### src/rtl/edge_capture_unit.sv
module edge_capture_unit #(
  parameter int BUS_W = 8,
  parameter int ADDR_W = 8,
  parameter int SYNC_STAGES = 2,
  parameter logic [ADDR_W-1:0] STAT_ADDR = 8'h13,
  parameter logic [ADDR_W-1:0] HI_ADDR = 8'h14,
  parameter logic [ADDR_W-1:0] LO_ADDR = 8'h15
) (
  input  logic                clk,
  input  logic                rst_n,
  input  logic [2*BUS_W-1:0]  cnt_in,
  input  logic                cap_pin,
  input  logic                edge_rise,
  input  logic                rd_en,
  input  logic                wr_en,
  input  logic [ADDR_W-1:0]   addr,
  input  logic [BUS_W-1:0]    wdata,
  output logic [BUS_W-1:0]    rdata,
  output logic                cap_flag
);
  localparam int CNT_W = 2 * BUS_W;

  logic [SYNC_STAGES:0] sync_q;
  logic [CNT_W-1:0]     cap_q;
  logic                 inhibit_q, arm_q, flag_q;
  logic                 pin_now, pin_prev, edge_hit, cap_now;
  logic                 rd_hi, rd_lo, rd_stat;

  assign pin_now  = sync_q[SYNC_STAGES-1];
  assign pin_prev = sync_q[SYNC_STAGES];
  assign edge_hit = edge_rise ? (pin_now & ~pin_prev) : (~pin_now & pin_prev);

  assign rd_hi   = rd_en && (addr == HI_ADDR);
  assign rd_lo   = rd_en && (addr == LO_ADDR);
  assign rd_stat = rd_en && (addr == STAT_ADDR);

  assign cap_now = edge_hit & ~inhibit_q & ~rd_hi;

  always_ff @(posedge clk) begin
    if (!rst_n) sync_q <= '0;
    else        sync_q <= {sync_q[SYNC_STAGES-1:0], cap_pin};
  end

  always_ff @(posedge clk) begin
    if (cap_now) cap_q <= cnt_in;
  end

  always_ff @(posedge clk) begin
    if (!rst_n) begin
      inhibit_q <= 1'b0;
      arm_q     <= 1'b0;
      flag_q    <= 1'b0;
    end else begin
      if (rd_hi)      inhibit_q <= 1'b1;
      else if (rd_lo) inhibit_q <= 1'b0;

      if (cap_now)                arm_q <= 1'b0;
      else if (rd_stat && flag_q) arm_q <= 1'b1;
      else if (rd_lo)             arm_q <= 1'b0;

      if (cap_now)             flag_q <= 1'b1;
      else if (rd_lo && arm_q) flag_q <= 1'b0;
    end
  end

  always_comb begin
    rdata = '0;
    if (rd_hi)        rdata = cap_q[CNT_W-1:BUS_W];
    else if (rd_lo)   rdata = cap_q[BUS_W-1:0];
    else if (rd_stat) rdata = {flag_q, {(BUS_W-1){1'b0}}};
  end

  assign cap_flag = flag_q;

  logic unused_ok;
  assign unused_ok = ^{wr_en, wdata};

  AST_CAP_SETS_FLAG: assert property (@(posedge clk) disable iff (!rst_n)
    cap_now |=> cap_flag);
  AST_INHIBIT_HOLDS: assert property (@(posedge clk) disable iff (!rst_n)
    (inhibit_q || rd_hi) |=> $stable(cap_q));
  AST_ARM_NEEDS_FLAG: assert property (@(posedge clk) disable iff (!rst_n)
    arm_q |-> flag_q);
  AST_CLEAR_ON_LO_ONLY: assert property (@(posedge clk) disable iff (!rst_n)
    $fell(flag_q) |-> $past(rd_lo));
  AST_WRITE_INERT: assert property (@(posedge clk) disable iff (!rst_n)
    (wr_en && !rd_en && !edge_hit) |=> ($stable(cap_q) && $stable(flag_q)));
  AST_IDLE_BUS: assert property (@(posedge clk) disable iff (!rst_n)
    !rd_en |-> (rdata == '0));
endmodule

### config.mk
export PLATFORM = sky130hd
export DESIGN_NAME = edge_capture_unit
export DESIGN_NICKNAME = d
export VERILOG_FILES = /design/src/rtl/edge_capture_unit.sv
export SDC_FILE = /design/constraint.sdc
export NUM_CORES = 1
export LEC_CHECK = 0
export CAP_MARGIN = 40
export CORE_UTILIZATION = 41
export CTS_CLUSTER_SIZE = 12
export DETAILED_ROUTE_END_ITERATION = 7
export GPL_TIMING_DRIVEN = 0
export PLACE_DENSITY = 0.83
export SKIP_LAST_GASP = 1
export SLEW_MARGIN = 20
export SYNTH_ARGS = -nofsm -noshare
export SYNTH_HDL_FRONTEND = slang
export SYNTH_SLANG_ARGS = --single-unit
export TNS_END_PERCENT = 5
### constraint.sdc
create_clock -name clk -period 6 [get_ports clk]
set_input_delay 1.2 -clock clk [delete_from_list [all_inputs] [get_ports clk]]
set_output_delay 1.2 -clock clk [all_outputs]
set_load 0.05 [all_outputs]
Yosys cells after proc, flatten, opt, wreduce, memory -nomap -nowiden
Cells that the tools add are included.
{"block": "word_totals", "register_bits": 22, "in_bits": 38, "word_cells": 35}
{"block": "classes", "n_eq_ne": 3, "muxes": 9, "n_bitwise": 9, "reduce_logical": 9}
{"operator": "8-bit by 5-bit equality test with 1-bit output, second input constant", "count": 3}
{"operator": "8-bit two-way mux", "count": 3}
{"operator": "1-bit two-way mux", "count": 6}
{"operator": "2-bit nonzero test", "count": 3}
{"operator": "1-bit logical AND", "count": 5}
{"operator": "1-bit inverter", "count": 5}
{"operator": "1-bit AND", "count": 4}
{"operator": "2-bit OR reduction", "count": 1}

Depth between registers and ports, before layout
{"block": "logic_depth", "word_depth": 6, "depth_mapped": 3, "ltp_nobuf": 3}

Worst setup path after synthesis
Ideal clock, no wire load.
{"block": "synth_timing", "kind": "input-to-output", "startpoint": "input addr[5]", "endpoint": "output rdata[7]", "arrival_time_ps": 2878, "path_slack_ps": 1922, "stages": 3, "path_buffers": 0, "cell_sequence": "nor4b_1 -> nand4b_1 -> a31oi_1"}
{"block": "synth_between", "elab_chain_len": 5, "elab_cells_between_ends": 9}
{"item": "start, declared", "line_no": "16", "text": "input logic [ADDR_W-1:0] addr,"}
{"item": "8-bit by 5-bit equality test with 1-bit output", "line_no": "35", "text": "assign rd_stat = rd_en && (addr == STAT_ADDR);"}
{"item": "1-bit logical AND", "line_no": "35"}
{"item": "8-bit two-way mux", "line_no": "70", "text": "else if (rd_stat) rdata = {flag_q, {(BUS_W-1){1'b0}}};"}
{"item": "8-bit two-way mux", "line_no": "69", "text": "else if (rd_lo) rdata = cap_q[BUS_W-1:0];"}
{"item": "8-bit two-way mux (*)", "line_no": "68", "text": "if (rd_hi) rdata = cap_q[CNT_W-1:BUS_W];"}
{"item": "end, declared", "line_no": "18", "text": "output logic [BUS_W-1:0] rdata,"}
Every way passes the cells marked *; elsewhere a longest branch is shown, timed or not.

Worst setup path in the final report
Same ends and word-level chain as after synthesis.

==> results.yml <==
outcome:
  status: "finished clean"
clock_tree:
  numCtsBuffers: 3
  hold_buffers: 0
  htree_levels: 1
  cts.sinks: 22
  ctsResizeCount: 0
  clockBufferDepth: 2
  worstSkewPairLatency_ps: 310
  path_clk_slew_ps: 110
  cts_tree: "done"
  clockRootBuffer: "clkbuf_4"
  post_cts_buffers: 0
yosys:
  ys_ff_latch: 22
  syn_avg_cell_area_sq_um: 15.3
  synth.most_common_cell: "edfxtp_1"
  synth_edf_count: 16
  synth_ff_type: "edfxtp_1"
  synth_common_cells: "edfxtp_1, a22o_1, dfxtp_1, and2_1"
  synth_area_sq_um: 888
  synth_area_leaders: "edfxtp_1, dfxtp_1, a22o_1"
  syn_nets: 96
  ys_warn_count: 0
  synth_top_area_frac: 0.541
  yosysTopAreaCell: "edfxtp_1"
  async_flop_share: 0
  yosysSeqAreaShare: 0.676
  synthDistinctLibCells: 26
  synth_cells: 58
cells_and_area:
  final_util: 0.663
  n_fill_cell: 145
  fin_cells: 127
  design_area_sq_um: 1330
  layout-drive-gt1-share: 0.0900
  antenna_cells: 0
  syn2layout_area_growth_pct: 49.3
  fin_nets: 139
sta:
  grt_setup_unrepaired: "no"
  setup_ws_ps: 1100
  final.period_utilization: 0.817
  final-hold-violation-count: 0
  tns_ps: 0
  whs_ps: 454
  fmax_mhz: 204
  tightest_slew_ps: 830
  drv_slew: 0
  setup_viol: 0
  finalCriticalPeriod_ps: 4900
  skew_ps: 10.9
  relSlewSlack: 0.439
power:
  vdd_drop_max_v: 0.000155
  fin_total_pwr_mw: 0.268
  leakage_nw: 0.453
  p_sw_mw: 0.0553
  seq_power_share: 0.629
  switching_share: 0.206
  p_comb_frac: 0.112
  internal_power_mw: 0.213
  p_clk_frac: 0.258
  powerDensity_nw_per_um2: 202
die:
  num_rows: 16
  core_sq_um: 2000
  die-area_sq_um: 2360
  io_pins: 47
  floorplan.initialDensity: 0.444
  die_h_um: 48.5
  die_w_um: 48.5
worst_setup_path:
  crit_path_cell_trace: "clkdlybuf4s50_1 > nor4b_1 > nand4b_1 > a31oi_1 > clkdlybuf4s50_1"
  cp-end-kind: "output pin"
  slowest_delay_ps: 830
  crit_type: "input port to output pin"
  r2r_setup_slack_ps: 4000
  cpMaxStageDelayCell: "clkdlybuf4s50_1"
  reg2reg_from: "sync_q[1]"
  crit_path_start_kind: "input port"
  cpMostUsedCell: "clkdlybuf4s50_1"
  startpoint: "addr[5]"
  required_ps: 4800
  endpoint: "rdata[7]"
  arrival_ps: 3700
  critPathMaxFanout: 5
  r2r-end: "cap_q[8]"
  r2r_cells: 4
min_path:
  hold_path_class: "flip-flop to flip-flop"
  min_from: "sync_q[0]"
drt:
  vias: 693
  drt_wl_total_mm: 1.84
  drt_first_iter_violations: 12
  wire_per_inst_um: 14.5
  post-route-drc-count: 0
  detail-route-antenna-nets: 0
  firstDrtPassIters: 4
  viasPerCell: 5.46
place:
  gp_congestion: 0.809
  dp_hpwl_mm: 1.40
  port_buffers: 37
  dpl-instance-area_sq_um: 1300
  dp.cells: 123
  dpl_worst_slack_ps: 1100
global_route:
  grt_overflow: 0
  grt_usage: 0.170
  grt_pass1_vias: 712
  antenna_found_initial: 0
  grt_max_degree: 13
  grt_pass1_wl_mm: 2.95
run:
  maxCapViolations: 0
## worst min-delay path by stage
stage	slack [ps]	endpoint	cells past startpoint
final	450	sync_q[1]	1
after global routing	500	sync_q[1]	1
after CTS	460	sync_q[1]	1
after detailed placement	430	sync_q[1]	1
after global placement	420	sync_q[1]	1
after floorplan	410	sync_q[1]	1
## power groups by stage
stage	clock (mW)	sequential (mW)	combinational, mW
2_1_floorplan	0	0.173	0.00653
3_3_place_gp	0	0.172	0.0289
3_5_place_dp	0	0.172	0.0302
4_1_cts	0.0683	0.169	0.0303
5_1_grt	0.0780	0.169	0.0325
6_report	0.0694	0.169	0.0301
## kinds of logic after synthesis
family          share of synthesized area
flops                               0.676
compound gates                      0.135
simple gates                        0.180
buf+inv                           0.00845
## cells in the final DEF, fill, tap and decap left out, drive strengths merged, types with 2 or more instances in the layout
cell            n
clkdlybuf4s50  37
edfxtp         16
a22o            7
dfxtp           6
clkbuf          4
and2            3
nor3            3
inv             2
a21oi           2
o31ai           2
## area by class of cell
| type | instances | area [sq um] | area share |
|---|---|---|---|
| inverter | 2 | 7.51 | 0.00566 |
| multi-input combinational | 34 | 280 | 0.211 |
| tap | 27 | 33.8 | 0.0255 |
| clock buffer | 4 | 26.3 | 0.0198 |
| timing repair buffer | 38 | 378 | 0.285 |
| sequential | 22 | 601 | 0.453 |
## registers in the layout, indices dropped and copies added (netlist names)
signal	flops
inhibit_q	1
arm_q	1
cap_flag	1
sync_q	3
cap_q	16
## layer usage
metal	wire [um]	up-vias	share of wire	global-route usage
li1	-	326	-	-
met1	743	327	0.40	0.199
met2	895	36	0.49	0.277
met3	169	4	0.092	0.0660
met4	32	0	0.017	0.0735
met5	0	-	0	0
## worst max-delay path: cells and delay by family
| kind | cells | cell delay [ps] |
|---|---|---|
| AOI/OAI and AO/OA | 1 | 250 |
| buffers and inverters | 2 | 1250 |
| and+or+nand+nor | 2 | 1000 |
Power figures use the tool's default switching activity.
